<file path="src/rtl/mrs_seq_pkg.sv">
// Package: shared types and DDR3 mode-register field encoders for the
// power-up sequencer. Assumes legal DDR3 CL (5..11), CWL (5..8), WR.
package mrs_seq_pkg;

    typedef enum logic [1:0] {
        CMD_NONE = 2'b00,
        CMD_LMR  = 2'b01,
        CMD_ZQCL = 2'b10
    } cmd_kind_e;

    typedef enum logic [1:0] {
        ST_IDLE,
        ST_ISSUE,
        ST_GAP,
        ST_ZQWAIT
    } seq_state_e;

    localparam int NUM_STEPS = 5;
    localparam int STEP_W    = 3;
    localparam logic [15:0] ZQCL_ADDR = 16'h0400;

    // CWL code: CWL-5 in three bits
    function automatic logic [2:0] cwl_field(input int cwl);
        return 3'(cwl - 5);
    endfunction

    // CL code for bits 6:4 (bit 2 kept clear for CL up to 11)
    function automatic logic [2:0] cl_field(input int cl);
        return 3'(cl - 4);
    endfunction

    // Write recovery code for bits 11:9
    function automatic logic [2:0] wr_field(input int wr);
        if (wr <= 8)
            return 3'(wr - 4);
        else if (wr < 16)
            return 3'(wr / 2);
        else
            return 3'd0;
    endfunction

    // MR0: fixed BL8, nibble order, DLL reset, slow-exit PPD
    function automatic logic [15:0] mr0_value(input int cl, input int wr);
        logic [15:0] v;
        v        = 16'h0000;
        v[6:4]   = cl_field(cl);
        v[8]     = 1'b1;
        v[11:9]  = wr_field(wr);
        return v;
    endfunction

    // MR1: drive RZQ/7, RTT_nom RZQ/2, additive latency off, DLL on
    function automatic logic [15:0] mr1_value();
        logic [15:0] v;
        v    = 16'h0000;
        v[1] = 1'b1;
        v[6] = 1'b1;
        return v;
    endfunction

    // MR2: CWL field, dynamic ODT off, normal temp, full-array refresh
    function automatic logic [15:0] mr2_value(input int cwl);
        logic [15:0] v;
        v      = 16'h0000;
        v[5:3] = cwl_field(cwl);
        return v;
    endfunction

endpackage

</file>
<file path="src/rtl/mrs_cmd_table.sv">
// Module: maps a sequence step to the command it issues.
// Assumes step values 0..4; anything above yields an idle code.
module mrs_cmd_table
    import mrs_seq_pkg::*;
#(
    parameter int CAS_LAT = 6,
    parameter int CWL     = 5,
    parameter int WR_REC  = 6
) (
    input  logic [STEP_W-1:0] step,
    output logic [1:0]        kind,
    output logic [1:0]        mr,
    output logic [15:0]       value
);

    localparam logic [15:0] MR0_V = mr0_value(CAS_LAT, WR_REC);
    localparam logic [15:0] MR1_V = mr1_value();
    localparam logic [15:0] MR2_V = mr2_value(CWL);
    localparam logic [15:0] MR3_V = 16'h0000;

    // Step decode: fixed load order MR2, MR3, MR1, MR0, then ZQCL
    always_comb begin
        kind  = CMD_LMR;
        mr    = 2'd0;
        value = 16'h0000;
        case (step)
            3'd0: begin mr = 2'd2; value = MR2_V; end
            3'd1: begin mr = 2'd3; value = MR3_V; end
            3'd2: begin mr = 2'd1; value = MR1_V; end
            3'd3: begin mr = 2'd0; value = MR0_V; end
            3'd4: begin kind = CMD_ZQCL; value = ZQCL_ADDR; end
            default: kind = CMD_NONE;
        endcase
    end

endmodule

</file>
<file path="src/rtl/mrs_wait_timer.sv">
// Module: down-counter shared by the inter-command gap and the ZQ wait.
// Assumes load values of at least 1; flags the final counted cycle.
module mrs_wait_timer #(
    parameter int CNT_W = 10
) (
    input  logic             clk,
    input  logic             rst_n,
    input  logic             load,
    input  logic [CNT_W-1:0] load_val,
    output logic             last
);

    logic [CNT_W-1:0] cnt;

    // Load on request, otherwise count down to zero and hold
    always_ff @(posedge clk) begin
        if (!rst_n)
            cnt <= '0;
        else if (load)
            cnt <= load_val;
        else if (cnt != '0)
            cnt <= cnt - 1'b1;
    end

    assign last = (cnt == CNT_W'(1));

endmodule

</file>
<file path="src/rtl/mrs_seq_ctrl.sv">
// Module: run controller. Captures the chip-select, steps through the
// five commands under the valid/ready handshake and times gaps and the
// ZQ wait through the shared timer. Assumes TMRD >= 1, TZQINIT >= 2.
module mrs_seq_ctrl
    import mrs_seq_pkg::*;
#(
    parameter int TMRD    = 4,
    parameter int TZQINIT = 512,
    parameter int CS_W    = 1,
    parameter int CNT_W   = 10
) (
    input  logic              clk,
    input  logic              rst_n,
    input  logic              start,
    input  logic [CS_W-1:0]   cs_sel,
    input  logic              cmd_ready,
    input  logic              tmr_last,
    output logic              tmr_load,
    output logic [CNT_W-1:0]  tmr_val,
    output logic [STEP_W-1:0] step,
    output logic [CS_W-1:0]   cs_q,
    output logic              cmd_valid,
    output logic              busy,
    output logic              done
);

    localparam logic [STEP_W-1:0] LAST_STEP = STEP_W'(NUM_STEPS - 1);
    localparam bit                HAS_GAP   = (TMRD > 1);

    seq_state_e state;
    logic       accept;

    assign cmd_valid = (state == ST_ISSUE);
    assign busy      = (state != ST_IDLE);
    assign accept    = cmd_valid && cmd_ready;

    // Timer load on every accepted command: gap or ZQ wait length
    assign tmr_load = accept;
    assign tmr_val  = (step == LAST_STEP) ? CNT_W'(TZQINIT - 1)
                                          : CNT_W'(TMRD - 1);

    // Sequence state, step index, captured select and done pulse
    always_ff @(posedge clk) begin
        if (!rst_n) begin
            state <= ST_IDLE;
            step  <= '0;
            cs_q  <= '0;
            done  <= 1'b0;
        end else begin
            done <= 1'b0;
            case (state)
                ST_IDLE: begin
                    if (start) begin
                        cs_q  <= cs_sel;
                        step  <= '0;
                        state <= ST_ISSUE;
                    end
                end
                ST_ISSUE: begin
                    if (cmd_ready) begin
                        if (step == LAST_STEP) begin
                            state <= ST_ZQWAIT;
                        end else begin
                            step  <= step + 1'b1;
                            state <= HAS_GAP ? ST_GAP : ST_ISSUE;
                        end
                    end
                end
                ST_GAP: begin
                    if (tmr_last)
                        state <= ST_ISSUE;
                end
                ST_ZQWAIT: begin
                    if (tmr_last) begin
                        done  <= 1'b1;
                        state <= ST_IDLE;
                    end
                end
                default: state <= ST_IDLE;
            endcase
        end
    end

endmodule

</file>
<file path="src/rtl/ddr3_mrs_seq.sv">
// Module: top of the DDR3 mode-register power-up sequencer. Issues
// MR2, MR3, MR1, MR0 loads and a ZQ calibration long to one rank,
// spaced by TMRD, then pulses done after TZQINIT cycles.
// Assumes the consumer honours the valid/ready handshake.
module ddr3_mrs_seq
    import mrs_seq_pkg::*;
#(
    parameter int TMRD    = 4,
    parameter int TZQINIT = 512,
    parameter int CAS_LAT = 6,
    parameter int CWL     = 5,
    parameter int WR_REC  = 6,
    parameter int CS_W    = 1
) (
    input  logic            clk,
    input  logic            rst_n,
    input  logic            start,
    input  logic [CS_W-1:0] cs_sel,
    output logic            busy,
    output logic            done,
    output logic            cmd_valid,
    input  logic            cmd_ready,
    output logic [1:0]      cmd_kind,
    output logic [1:0]      cmd_mr,
    output logic [15:0]     cmd_value,
    output logic [CS_W-1:0] cmd_cs
);

    localparam int MAX_WAIT = (TZQINIT > TMRD) ? TZQINIT : TMRD;
    localparam int CNT_W    = $clog2(MAX_WAIT + 1);

    logic              tmr_load;
    logic              tmr_last;
    logic [CNT_W-1:0]  tmr_val;
    logic [STEP_W-1:0] step;

    mrs_seq_ctrl #(
        .TMRD    (TMRD),
        .TZQINIT (TZQINIT),
        .CS_W    (CS_W),
        .CNT_W   (CNT_W)
    ) u_ctrl (
        .clk       (clk),
        .rst_n     (rst_n),
        .start     (start),
        .cs_sel    (cs_sel),
        .cmd_ready (cmd_ready),
        .tmr_last  (tmr_last),
        .tmr_load  (tmr_load),
        .tmr_val   (tmr_val),
        .step      (step),
        .cs_q      (cmd_cs),
        .cmd_valid (cmd_valid),
        .busy      (busy),
        .done      (done)
    );

    mrs_wait_timer #(
        .CNT_W (CNT_W)
    ) u_timer (
        .clk      (clk),
        .rst_n    (rst_n),
        .load     (tmr_load),
        .load_val (tmr_val),
        .last     (tmr_last)
    );

    mrs_cmd_table #(
        .CAS_LAT (CAS_LAT),
        .CWL     (CWL),
        .WR_REC  (WR_REC)
    ) u_table (
        .step  (step),
        .kind  (cmd_kind),
        .mr    (cmd_mr),
        .value (cmd_value)
    );

endmodule

</file>
<file path="config.mk">
export PLATFORM = sky130hd
export DESIGN_NAME = ddr3_mrs_seq
export DESIGN_NICKNAME = d
export VERILOG_FILES = /design/src/rtl/mrs_seq_pkg.sv /design/src/rtl/mrs_cmd_table.sv /design/src/rtl/mrs_wait_timer.sv /design/src/rtl/mrs_seq_ctrl.sv /design/src/rtl/ddr3_mrs_seq.sv
export SDC_FILE = /design/constraint.sdc
export NUM_CORES = 1
export LEC_CHECK = 0
export ABC_CLOCK_PERIOD_IN_PS = 4000
export CAP_MARGIN = 40
export CORE_MARGIN = 2
export CORE_UTILIZATION = 30
export DETAILED_ROUTE_END_ITERATION = 7
export HOLD_SLACK_MARGIN = 0.03
export SLEW_MARGIN = 20
export SYNTH_ARGS = -nofsm -noshare
export SYNTH_HDL_FRONTEND = slang
export SYNTH_HIERARCHICAL = 1
export SYNTH_SLANG_ARGS = --single-unit
</file>
<file path="constraint.sdc">
create_clock -name clk -period 4 [get_ports clk]
set_input_delay 0.8 -clock clk [delete_from_list [all_inputs] [get_ports clk]]
set_output_delay 0.8 -clock clk [all_outputs]
set_load 0.1 [all_outputs]
</file>
### Yosys cells after proc, flatten, opt, wreduce, memory -nomap -nowiden

Index checks and enable logic that the tools add are counted.

* add/sub/neg operators: 2
* equal/unequal tests: 13
* multiplexer cells: 17
* reduce and logical (&&, ||, !) cells: 12

Operator list (count)
* $pmux 11 s3: 1
* $mux 10: 2
* $eq 10x1->1 const B: 1
* $ne 2x2->1 const B: 5
* $reduce_bool 10->1: 1
* $sub 10x1->10 const B: 1
* $mux 3: 3
* $mux 9: 1
* $mux 2: 4
* $pmux 2 s4: 1
* $reduce_and 4->1: 2
* $eq 3x2->1 const B: 2
* $pmux 2 s3: 1
* $pmux 3 s2: 1
* $reduce_bool 2->1: 3
* $eq 2x2->1 const B: 2
* $pmux 2 s2: 1
* $reduce_and 2->1: 2
* $reduce_or 4->1: 1
* $add 3x1->3 const B: 1
* $eq 3x1->1 const B: 1
* $eq 3x3->1 const B: 1
* $logic_not 3->1: 1
* $eq 2x1->1 const B: 1
* other kinds (3): 4

* register bits: 17
* bits of input ports: 5
* output and inout port bits: 24
* logic and storage cells: 49

### Depth between registers and ports, before layout

* word-level depth: 4
* gate-level depth with buffers: 7
* gate-level depth less buffers: 6

### Hierarchy

The synthesis kept the hierarchy.

Modules (own cells, without submodules)
* mrs_wait_timer: instances 1, cells each 72, area an instance 606.8 sq um
* mrs_seq_ctrl: instances 1, cells each 57, area an instance 460.4 sq um
* mrs_cmd_table: instances 1, cells each 23, area an instance 156.4 sq um

### Worst setup path after synthesis

Ideal clock, no wire load.

* kind: reg2out
* start: reg u_ctrl.step[1]
* end: out cmd_value[6]
* arrival: 3326 ps
* slack: -126 ps
* cell stages (with the launch flop): 3
* path buffers: 1
* cell sequence: dfxtp_1 > nor3b_1 > buf_4

* longest elaborated chain between the ends: 2
* elaborated cells on any way between the ends: 4
* classes of those cells: eq/ne (3); mux (1)

RTL lines
* from (decl): line mrs_seq_ctrl.sv:20 `output logic [STEP_W-1:0] step,`
* from (signal assigned): line mrs_seq_ctrl.sv:64 `step <= step + 1'b1;`
* $eq 3x3->1 or $eq 3x2->1 (tied branches): line mrs_cmd_table.sv:26 `case (step)`
* $pmux 11 s3 (*): line mrs_cmd_table.sv:26
* to (decl): line ddr3_mrs_seq.sv:25 `output logic [15:0] cmd_value,`

Mark *: on every way between the ends. The rest lies on a longest branch, timed or not.

### Worst setup path in the final report

* start: reg u_ctrl.step[2]
* end: out cmd_kind[1]

* longest elaborated chain between the ends: 3
* elaborated cells on any way between the ends: 7
* classes of those cells: eq/ne (4); mux (1); reduce/logical (2)

RTL lines
* $eq 3x1->1 (tied with other cells): line mrs_cmd_table.sv:26
* $reduce_or 4->1 (no source line)
* $pmux 2 s2 (*): line mrs_cmd_table.sv:26
* to (decl): line ddr3_mrs_seq.sv:23 `output logic [1:0] cmd_kind,`

Marked as above.

==> run_results.csv <==
group,metric,value,unit
status,run_status,"finished, final reports clean",
clock_tree,cts.path.max_buffers,2,
timing,hold_viol,0,
power,leakagePower,0.622,nW
logic_synthesis,synth-edff-count,0,
setup_path,crit_arrival,1.80,ns
placement,last_weighted_congestion_value_of_the_routability_driven_placer,0.762,
run,max_cap_violations,0,
logic_synthesis,mean_post_synth_cell_area,8.05,µm²
setup_path,critPathLaunchType,"flop",
layout,finalNonFillerCells,220,
clock_tree,post_cts.resized_instances,0,
logic_synthesis,ys_seq_area_share,27.8,%
logic_synthesis,synth_xor_area_share,3.58,%
die,start_util,30.8,%
power,ir_worst_vdd,0.184,mV
grt,gr-usage-all-layers,11.4,%
setup_path,critical_path.slowest_cell,"clkdlybuf4s50_1",
clock_tree,clock_tree_from_tritoncts,"yes",
routing,post_drt_wl_per_cell,11.2,µm
logic_synthesis,yosys.area_share.simple,26.4,%
logic_synthesis,ys_top_cells_by_area,"dfxtp_1, buf_4, ha_1, xnor2_1, inv_1",
layout,synthToLayoutAreaGrowth,25.9,%
setup_path,path_delay_family,"buffers and inverters",
clock_tree,worst_skew_pair.late_latency,0.25,ns
timing,maxSlewViolCount,0,
clock_tree,clk_pin_slew_worst_paths,0.07,ns
timing,layout_worst_path_cycle_share,65.0,%
die,die_ar,0.00461,mm²
layout,final_nets,180,
timing,final.setup_skew,0.00246,ns
clock_tree,htreeDepth,1,
routing,wirelength,2.46,mm
logic_synthesis,post-synth-top-area-fraction,27.8,%
setup_path,setup.worst_path.class,"flop to output pin",
clock_tree,ctsHoldBuffers,0,
layout,antenna-diode-count,0,
routing,via_count,1051,
placement,place_area,0.00150,mm²
min_path,hp-class,"flop to flop",
logic_synthesis,yosysUniqueCellTypes,48,
logic_synthesis,synth_top_family_by_area,"simple AND/OR/NAND/NOR gates",
routing,vias_per_cell,4.78,
die,placeable_core_region,0.00397,mm²
routing,drc,0,
power,p_per_area,557,mW/mm²
setup_path,cp-end-kind,"output pin",
clock_tree,cts-buffers-inserted,3,
logic_synthesis,synth_mux_area_share,0,%
die,chipWidth,67.9,µm
logic_synthesis,synth_area,0.00122,mm²
timing,worst_pin_slew,0.620,ns
placement,io_buffer_count,17,
timing,slew_headroom,58.5,%
timing,timing.fmax,385,MHz
timing,hold_ws,0.499,ns
grt,grt_overflow,0,
logic_synthesis,synth_ff_type,"dfxtp_1",
layout,drive_gt1_share,15.9,%
setup_path,critical_path_buf_inv_count,2,
clock_tree,numClockSinks,17,
layout,final_util,38.8,%
setup_path,crit_required,3.20,ns
logic_synthesis,synth_warnings,6,
setup_path,cp_cell_sequence,"nor3b_2, clkdlybuf4s50_1, buf_8",
grt,grt_first_pass_wirelength,4.11,mm
setup_path,critPathMaxStageDelay,0.54,ns
logic_synthesis,yosys_reg_bits,17,
grt,pin_count_of_the_biggest_net_entering_global_routing,20,
logic_synthesis,syn-instance-count,152,
logic_synthesis,ys_async_sr_fraction,0,%
logic_synthesis,arithmetic_cell_share_of_the_synthesized_area_counting_full_adders_half_adders_and_majority_gates,4.09,%
timing,period_needed,2.60,ns
die,core_rows,23,
logic_synthesis,synth_compound_area_share,18.7,%
timing,setup_viol,0,
routing,dr.first_iter.drc_count,38,
clock_tree,cts.repair_timing.setup_buffer_count,0,
die,die_height,67.9,µm
placement,dpl.cell_count,216,
grt,grt_antenna_before_repair,0,
timing,tns,0,ns
placement,dp.final_hpwl,1.78,mm
routing,pre_repair_dr_iteration_count,4,
clock_tree,root_buffer,"clkbuf_8",
layout,stdcell_area,0.00154,mm²
logic_synthesis,post-synth-top-area-cell,"dfxtp_1",
setup_path,critPathMaxFanout,11,
timing,grt_setup_unrepaired,"false",
routing,detail-route-antenna-nets,0,
die,ios,29,
grt,grt_pass1_vias,928,
## stage by stage
step	total power [W]	setup slack, ns
6_report	0.000857	1.40
3_3_place_gp	0.000703	1.31
4_1_cts	0.000858	1.38
3_5_place_dp	0.000724	1.49
5_1_grt	0.000919	1.32
2_1_floorplan	0.000637	0.540
## cells in the mapped netlist, types with 2 or more instances
library cell / number
nor3b_1: 2
nor2_1: 10
nor4_1: 2
nand2b_1: 2
ha_1: 4
o211ai_1: 4
o21ai_0: 8
dfxtp_1: 17
nor3_1: 2
inv_1: 11
and3_1: 2
buf_4: 23
conb_1: 3
a31oi_1: 3
nor2b_1: 2
o21bai_1: 3
clkbuf_1: 2
nand2_1: 7
nand3_1: 8
or4_4: 2
a21oi_1: 3
xnor2_1: 5
and2_1: 2
## per-layer routing
layer	vias up	routed length (µm)	global-route usage (%)	share of wire [%]
li1	537	-	-	-
met1	490	1220	15.9	50
met2	22	1150	17.9	47
met3	2	66	1.48	2.7
met4	0	25	4.00	1.0
met5	-	0	0	0
## worst paths after layout
path / from / end / slack [ns] / cells past startpoint
setup / recovery: u_ctrl/step[2]$_SDFFE_PN0P_ / cmd_kind[1] / 1.40 / 3
hold / removal: u_ctrl/cs_q$_SDFFE_PN0P_ / u_ctrl/cs_q$_SDFFE_PN0P_ / 0.50 / 2
setup reg to reg: u_timer/cnt[4]$_SDFFE_PN0P_ / u_ctrl/state[0]$_SDFFE_PN0P_ / 2.06 / 6
hold reg to reg: u_ctrl/cs_q$_SDFFE_PN0P_ / u_ctrl/cs_q$_SDFFE_PN0P_ / 0.50 / 2
## placed cells by master, fill, tap and decap left out, types with 4 or more instances in the layout
cell / netlist / layout
nand2_1: 7 / 7
conb_1: 3 / 14
clkdlybuf4s50_1: 0 / 16
buf_8: 0 / 12
ha_1: 4 / 4
nand3_1: 8 / 8
o21ai_0: 8 / 8
nor2_1: 10 / 10
inv_1: 11 / 11
o211ai_1: 4 / 4
dfxtp_1: 17 / 17
xnor2_1: 5 / 5
## tightest hold or removal path: stages, from the launching register on
cell and delay [ns]:
dfxtp_1 0.31, o21ai_1 0.07, a21oi_1 0.07
## layout make-up
type / instances / area [µm²]
well taps: 50 / 62.6
repair buffers: 29 / 348
multi-input cells: 109 / 703
inverters: 11 / 41.3
flip-flops and latches: 17 / 340
fillers: 412 / 2430
clock buffers: 4 / 45.0
## kinds of logic after synthesis
kind of cell    after synthesis
buf+inv                      37
fa+ha+maj                     4
xor+xnor                      5
simple gates                 53
compound gates               33
other cells                   3
flops                        17
## power breakdown
part	leakage (nW)	switching [W]	internal, W
logic	0.460	0.000270	0.000190
registers	0.140	0.0000562	0.000211
clock network	0.0228	0.0000591	0.0000706
## registers in the layout, indices dropped and copies added (netlist names)
register and cells:
u_ctrl/done 1, u_ctrl/step 3, u_ctrl/cs_q 1, u_timer/cnt 10
u_ctrl/state 2
No activity file was read; power rests on OpenSTA's default activity.
